$ cat src/rtl/segi2c_pkg.sv
package segi2c_pkg;

  typedef enum logic [1:0] {
    PH_IDLE,
    PH_ADDR,
    PH_CTRL,
    PH_PAYLOAD
  } busPhase_t;

  typedef struct packed {
    logic shiftBit;
    logic storeData;
    logic issueCmd;
    logic clearRow;
  } dpStrobe_t;

endpackage

$ cat src/rtl/segi2c_ctrl.sv
module segi2c_ctrl
  import segi2c_pkg::*;
#(
  parameter int BYTE_W = 8,
  parameter int ADDR_W = 7,
  parameter int STRAP_W = 2,
  parameter logic [ADDR_W-STRAP_W-1:0] ADDR_PREFIX = 5'b01100
) (
  input  logic               clk,
  input  logic               rstN,
  input  logic               sclIn,
  input  logic               sdaIn,
  input  logic [STRAP_W-1:0] strapAddr,
  input  logic [BYTE_W-1:0]  nextByte,
  output dpStrobe_t          strobe,
  output logic               ackOdN
);

  localparam int CNT_W = $clog2(BYTE_W + 1);
  localparam logic [CNT_W-1:0] LAST_BIT = CNT_W'(BYTE_W - 1);
  localparam logic [CNT_W-1:0] ACK_SLOT = CNT_W'(BYTE_W);

  busPhase_t phase;
  logic [CNT_W-1:0] bitCnt;
  logic sclQ, sdaQ;
  logic ackPend, isData, lastCtrl;
  logic sclRise, sclFall, startSeen, stopSeen, byteEnd, addrHit;

  always_comb begin
    sclRise   = sclIn & ~sclQ;
    sclFall   = ~sclIn & sclQ;
    startSeen = sclIn & sclQ & sdaQ & ~sdaIn;
    stopSeen  = sclIn & sclQ & ~sdaQ & sdaIn;
    byteEnd   = sclRise && (bitCnt == LAST_BIT) && (phase != PH_IDLE);
    addrHit   = (nextByte[BYTE_W-1:1] == {ADDR_PREFIX, strapAddr}) && !nextByte[0];
    strobe           = '0;
    strobe.shiftBit  = sclRise && (bitCnt < ACK_SLOT);
    strobe.storeData = byteEnd && (phase == PH_PAYLOAD) && isData;
    strobe.issueCmd  = byteEnd && (phase == PH_PAYLOAD) && !isData;
    strobe.clearRow  = stopSeen;
  end

  always_ff @(posedge clk or negedge rstN) begin
    if (!rstN) begin
      phase    <= PH_IDLE;
      bitCnt   <= '0;
      sclQ     <= 1'b1;
      sdaQ     <= 1'b1;
      ackPend  <= 1'b0;
      isData   <= 1'b0;
      lastCtrl <= 1'b0;
      ackOdN   <= 1'b1;
    end else begin
      sclQ <= sclIn;
      sdaQ <= sdaIn;
      if (startSeen || stopSeen) begin
        phase   <= startSeen ? PH_ADDR : PH_IDLE;
        bitCnt  <= '0;
        ackPend <= 1'b0;
        ackOdN  <= 1'b1;
      end else begin
        if (sclRise) begin
          bitCnt <= (bitCnt == ACK_SLOT) ? '0 : bitCnt + 1'b1;
        end
        if (byteEnd) begin
          unique case (phase)
            PH_ADDR: begin
              ackPend <= addrHit;
              phase   <= addrHit ? PH_CTRL : PH_IDLE;
            end
            PH_CTRL: begin
              ackPend  <= 1'b1;
              isData   <= nextByte[BYTE_W-2];
              lastCtrl <= ~nextByte[BYTE_W-1];
              phase    <= PH_PAYLOAD;
            end
            PH_PAYLOAD: begin
              ackPend <= 1'b1;
              if (!lastCtrl) phase <= PH_CTRL;
            end
            default: ackPend <= 1'b0;
          endcase
        end
        if (sclFall) begin
          ackOdN <= (bitCnt == ACK_SLOT) ? ~ackPend : 1'b1;
        end
      end
    end
  end

endmodule

$ cat src/rtl/segi2c_datapath.sv
module segi2c_datapath
  import segi2c_pkg::*;
#(
  parameter int BYTE_W = 8,
  parameter int SEG_COUNT = 80
) (
  input  logic                 clk,
  input  logic                 rstN,
  input  logic                 sdaIn,
  input  dpStrobe_t            strobe,
  output logic [BYTE_W-1:0]    nextByte,
  output logic                 cmdValid,
  output logic [BYTE_W-1:0]    cmdByte,
  output logic                 rowWrite,
  output logic [SEG_COUNT-1:0] rowData
);

  localparam int GROUPS = SEG_COUNT / BYTE_W;
  localparam int IDX_W = $clog2(GROUPS);
  localparam logic [IDX_W-1:0] LAST_IDX = IDX_W'(GROUPS - 1);

  logic [BYTE_W-1:0] shiftReg;
  logic [IDX_W-1:0] byteIdx;
  logic [SEG_COUNT-1:0] rowBuf, merged;
  logic [GROUPS-1:0] groupHit;

  assign nextByte = {shiftReg[BYTE_W-2:0], sdaIn};

  // Byte k of a row targets group GROUPS-1-k: the top group is filled first.
  for (genvar g = 0; g < GROUPS; g++) begin : gGroup
    assign groupHit[g] = strobe.storeData && (byteIdx == IDX_W'(GROUPS - 1 - g));
    assign merged[g*BYTE_W +: BYTE_W] = groupHit[g] ? nextByte : rowBuf[g*BYTE_W +: BYTE_W];
  end

  always_ff @(posedge clk or negedge rstN) begin
    if (!rstN) begin
      shiftReg <= '0;
      byteIdx  <= '0;
      rowBuf   <= '0;
      cmdValid <= 1'b0;
      cmdByte  <= '0;
      rowWrite <= 1'b0;
      rowData  <= '0;
    end else begin
      if (strobe.shiftBit) shiftReg <= nextByte;
      cmdValid <= strobe.issueCmd;
      if (strobe.issueCmd) cmdByte <= nextByte;
      rowWrite <= 1'b0;
      rowBuf   <= merged;
      if (strobe.clearRow) begin
        byteIdx <= '0;
      end else if (strobe.storeData) begin
        if (byteIdx == LAST_IDX) begin
          byteIdx  <= '0;
          rowWrite <= 1'b1;
          rowData  <= merged;
        end else begin
          byteIdx <= byteIdx + 1'b1;
        end
      end
    end
  end

endmodule

$ cat src/rtl/segi2c_slave.sv
module segi2c_slave
  import segi2c_pkg::*;
#(
  parameter int BYTE_W = 8,
  parameter int SEG_COUNT = 80,
  parameter int STRAP_W = 2
) (
  input  logic                 clk,
  input  logic                 rstN,
  input  logic                 sclIn,
  input  logic                 sdaIn,
  input  logic [STRAP_W-1:0]   strapAddr,
  output logic                 ackOdN,
  output logic                 cmdValid,
  output logic [BYTE_W-1:0]    cmdByte,
  output logic                 rowWrite,
  output logic [SEG_COUNT-1:0] rowData
);

  dpStrobe_t strobe;
  logic [BYTE_W-1:0] nextByte;

  segi2c_ctrl #(.BYTE_W(BYTE_W), .STRAP_W(STRAP_W)) ctrl_i (
    .clk(clk), .rstN(rstN), .sclIn(sclIn), .sdaIn(sdaIn),
    .strapAddr(strapAddr), .nextByte(nextByte),
    .strobe(strobe), .ackOdN(ackOdN)
  );

  segi2c_datapath #(.BYTE_W(BYTE_W), .SEG_COUNT(SEG_COUNT)) dp_i (
    .clk(clk), .rstN(rstN), .sdaIn(sdaIn), .strobe(strobe),
    .nextByte(nextByte), .cmdValid(cmdValid), .cmdByte(cmdByte),
    .rowWrite(rowWrite), .rowData(rowData)
  );

endmodule

$ cat config.mk
export PLATFORM = sky130hd
export DESIGN_NAME = segi2c_slave
export DESIGN_NICKNAME = d
export VERILOG_FILES = /design/src/rtl/segi2c_pkg.sv /design/src/rtl/segi2c_ctrl.sv /design/src/rtl/segi2c_datapath.sv /design/src/rtl/segi2c_slave.sv
export SDC_FILE = /design/constraint.sdc
export NUM_CORES = 1
export LEC_CHECK = 0
export ABC_CLOCK_PERIOD_IN_PS = 2800
export BUFFER_PORTS_ARGS = -buffer_cell sky130_fd_sc_hd__buf_2
export CAP_MARGIN = 40
export CORE_MARGIN = 2
export CORE_UTILIZATION = 57
export DETAILED_ROUTE_END_ITERATION = 8
export PLACE_DENSITY = 0.81
export SETUP_SLACK_MARGIN = 0.1
export SLEW_MARGIN = 20
export SYNTH_ARGS = -nofsm -noshare
export SYNTH_HDL_FRONTEND = slang
export SYNTH_SLANG_ARGS = --single-unit
$ cat constraint.sdc
create_clock -name clk -period 2.8 [get_ports clk]
set_input_delay 0.14 -clock clk [delete_from_list [all_inputs] [get_ports clk]]
set_output_delay 0.14 -clock clk [all_outputs]
set_load 0.05 [all_outputs]
==> summary by stage <==
Drt
The routed length per placed instance is approximately 19 um. The total wirelength of the detailed-routed design is about 15 mm. Dividing the detail-routed via count by the number of cells gives about 5.6.

The remaining routing DRC violations is 0. In this run, the number of DRC markers left after iteration 0 of detailed routing was 311. Before antenna repair, the detailed router went through 6 iterations. Once detail routing completed, the nets flagged for antenna violations numbered 0. The total number of vias is around 4500.

Power and ir drop
The switching component of the power is 0.00135 W. The share of total power dissipated in combinational logic is under 10%. The fraction of power consumed by sequential logic is a little over half. The internal power is approximately 0.0042 W.

The clock share of power is 43.5%. The power per cell area is ~630 mW/mm^2. Summed over all cells, the static leakage comes to roughly 4.7 nW. The switching power as a share of total power is approximately a quarter. The worst supply voltage drop on vdd is 0.411 mV.

Floorplan
The die covers 0.0139 mm^2. Pin placement for this block handled 97 I/O pins. From bottom edge to top edge, the die measures approximately 120 um. Once the floorplan was initialized, standard cells occupied between 50% and 60% of the core.

The die width is around 120 um. The number of placement rows is 41. In this run the standard cell core region covers roughly 0.013 mm^2.

Setup path
In this design, the stage delay of the slowest critical-path cell is 0.75 ns. Together, buffers and inverters on the worst path number 0. The nature of the critical path startpoint is a flip-flop. The most critical setup path has its startpoint at ctrl_i.phase[0]$_DFFE_PN0P_. The path depth of the worst reg2reg path is 4. In this run the critical register-to-register path is launched from ctrl_i.phase[0]$_DFFE_PN0P_. At the worst endpoint, the arrival time is roughly 2.9 ns. The critical path data required time is 3.12 ns. Among all stages on the critical path, the largest delay is contributed by nor4bb_1. The setup check on the worst reg-to-reg path leaves a slack of around 0.27 ns. STA classifies the critical path endpoint as a flip-flop. The critical path goes through ha_1 -> nor4bb_1 -> nand4_1 -> mux2_2.

The critical path class is flip-flop to flip-flop. Of all nets on the critical path, the largest fanout is 8. The largest delay contributor family on the critical path is simple AND/OR/NAND/NOR gates.

The endpoint identified for the worst register-to-register timing path is dp_i.rowBuf[51]$_DFF_PN0_.

Synth
The synthesized design contains 0 enable-type register cells. In this run, synthesis produced a sequential element count of around 190. The post-synthesis sequential area ratio is about 63%. The number of warnings reported in the yosys synthesis log is 0.

After synthesis, the most frequently instantiated cells are dfrtp_1 (182), mux2_2 (138), nand2_1 (35). The top flip-flop cell by instance count after synthesis is dfrtp_1. The share of synthesized area in the top cell type comes to around three fifths. The cell count after synthesis came out at 526. The netlist uses 42 different library cells. After synthesis, the cell types taking the most area are dfrtp_1 (62%), mux2_2 (21%), nand2_1 (1.8%), mux2i_1 (1.5%), inv_1 (1.1%). The synthesized cell area is roughly 0.0074 mm^2. The post-synthesis net count is 538. A synthesized cell averages between 10 and 15 um^2. dfrtp_1 is the most common cell in the netlist. The fraction of synthesis flops using an asynchronous set or reset pin is between 90% and 100%. dfrtp_1 takes more of the synthesized area than any other cell.

Clocking
TritonCTS built the clock tree. For the worst-skew pair, the clock arrives at the later sink with an insertion delay of roughly 0.44 ns. The number of buffers on the longest clock path is 2.

The clock drives 185 sinks. The total clock buffers created by CTS is 17. The cell sitting at the root of the clock tree is a clkbuf_16.

CTS built an H-tree with a depth of 4. The register clock-pin slew on the reported worst setup and hold paths is approximately 0.060 ns.

STA
After layout, the worst path uses between 90% and 100% of the clock period. The hold violation count in the final report is 0. The minimum clock period is approximately 2.5 ns.

The measured slew at the worst slew-check pin is around 0.81 ns. Setup repair after global routing left no endpoint under its margin. The final worst-path setup slack is 0.270 ns. The count of final max-slew check failures came to 0.

The relative slew slack is 45.3%. The clock skew after layout is 0.00816 ns. The maximum clock frequency is a little under 400 MHz. In the final timing run, aggregate negative setup slack is 0 ns.

The number of setup violations in the final report is 0.

Run
The max-capacitance violation count is 0.

Placed design
The pre-CTS setup slack is 0.293 ns. The placed wire-length estimate after detailed placement is approximately 10 mm. The congestion estimate from routability-driven global placement came to around 0.81. The count of buffers from port buffering is 96.

Cells and area
Cells with a size suffix above 1 make up 46.0% of the layout. The number of antenna diodes in the final layout is 0. The signed area change from the synthesized netlist to the final layout is 17.5%. The number of nets in the final layout is roughly 640.

Global routing
The largest net degree at the start of global routing is 64. The global-route usage over all layers is 23.4%. The number of global-route vias before repair was ~4700. The number of antenna violations at the first check in global routing is 0.

The global-route congestion overflow total is 0. The wire length of the first global-routing pass is around 25 mm.

Hold path
The worst min-delay path category is input pin to async pin.

Outcome
The flow ran to the end, and the final reports show no timing, DRC or antenna violations.
flip-flops by register name, summed over array words and instances (netlist names), 2 cells and up:
register / count
ctrl_i.bitCnt: 4
ctrl_i.phase: 2
dp_i.byteIdx: 4
dp_i.cmdByte: 8
dp_i.rowBuf: 72
dp_i.rowData: 80
dp_i.shiftReg: 7
cell type report:
type	count	area, um^2
fillers	882	3930
clock buffers	19	453
multi-input cells	291	2560
well taps	172	215
inverters	22	82.6
clock inverters	13	144
repair buffers	109	604
flip-flops and latches	185	4630
metrics by stage:
| stage | hold WS, ns | area (um^2) | power [W] | instances | utilization, % |
|---|---|---|---|---|---|
| 2_1_floorplan | -0.156 | 7400 | 0.00298 | 526 | - |
| 3_3_place_gp | 0.122 | 8060 | 0.00315 | 776 | 63.9 |
| 3_5_place_dp | 0.133 | 8060 | 0.00317 | 776 | 63.9 |
| 4_1_cts | 0.246 | 8690 | 0.00556 | 811 | 68.8 |
| 5_1_grt | 0.277 | 8690 | 0.00570 | 811 | 68.9 |
| 6_report | 0.228 | 8690 | 0.00551 | 811 | 68.9 |
how the worst max path moves through the flow:
stage | to | slack, ns | depth (start not counted)
floorplan | dp_i.rowData[38]$_DFFE_PN0P_ | 0.66 | 7
finish | dp_i.rowBuf[51]$_DFF_PN0_ | 0.27 | 4
CTS | dp_i.rowBuf[51]$_DFF_PN0_ | 0.27 | 6
global placement | dp_i.rowBuf[52]$_DFF_PN0_ | 0.33 | 4
global route | dp_i.rowBuf[52]$_DFF_PN0_ | 0.17 | 4
detailed placement | dp_i.rowBuf[51]$_DFF_PN0_ | 0.29 | 6
cell families (layout without fill, tap and decap cells):
family,count (synthesis),after routing,share of synthesized area (%)
buf+inv,50,163,2.89
xor+xnor,5,5,0.592
flops,185,185,62.6
simple gates,87,87,6.46
compound gates,44,44,3.89
mux,149,149,22.5
fa+ha+maj,6,6,1.02
cells in the final DEF (no fill, tap or decap), types with 5 or more instances in the layout:
cell         n
mux2_2     138
buf_2       95
nand2_1     35
mux2i_1     11
buf_4        9
xnor2_1      5
a21oi_1      5
nor2_1      13
clkbuf_16   17
inv_1       22
a31o_2       8
a21boi_0     8
ha_1         6
o21ai_0     14
dfrtp_1    182
per-layer routing:
metal / share of wire, % / routed length [um] / track usage (%) / vias to the layer above
met5: 0 / 0 / 0 / -
met4: 2.2 / 331 / 9.11 / 0
met3: 5.5 / 847 / 7.61 / 33
met2: 49 / 7550 / 36.3 / 130
met1: 43 / 6610 / 30.9 / 2342
li1: - / - / - / 2030
repair_timing:
| action | CTS | global route |
|---|---|---|
| gates resized for setup | 0 | 1 |
| endpoints found under the setup margin | 0 | 7 |
| setup buffers | 0 | 0 |
| endpoints found under the hold margin | 55 | 0 |
| hold buffers | 3 | 0 |
power by group through the flow:
stage | combinational [W] | sequential [W] | clock (W)
5_1_grt | 0.000285 | 0.00288 | 0.00254
4_1_cts | 0.000252 | 0.00287 | 0.00244
3_5_place_dp | 0.000249 | 0.00292 | 0
2_1_floorplan | 0.000166 | 0.00281 | 0
6_report | 0.000248 | 0.00287 | 0.00240
3_3_place_gp | 0.000231 | 0.00292 | 0
Power figures use the tool's default switching activity.
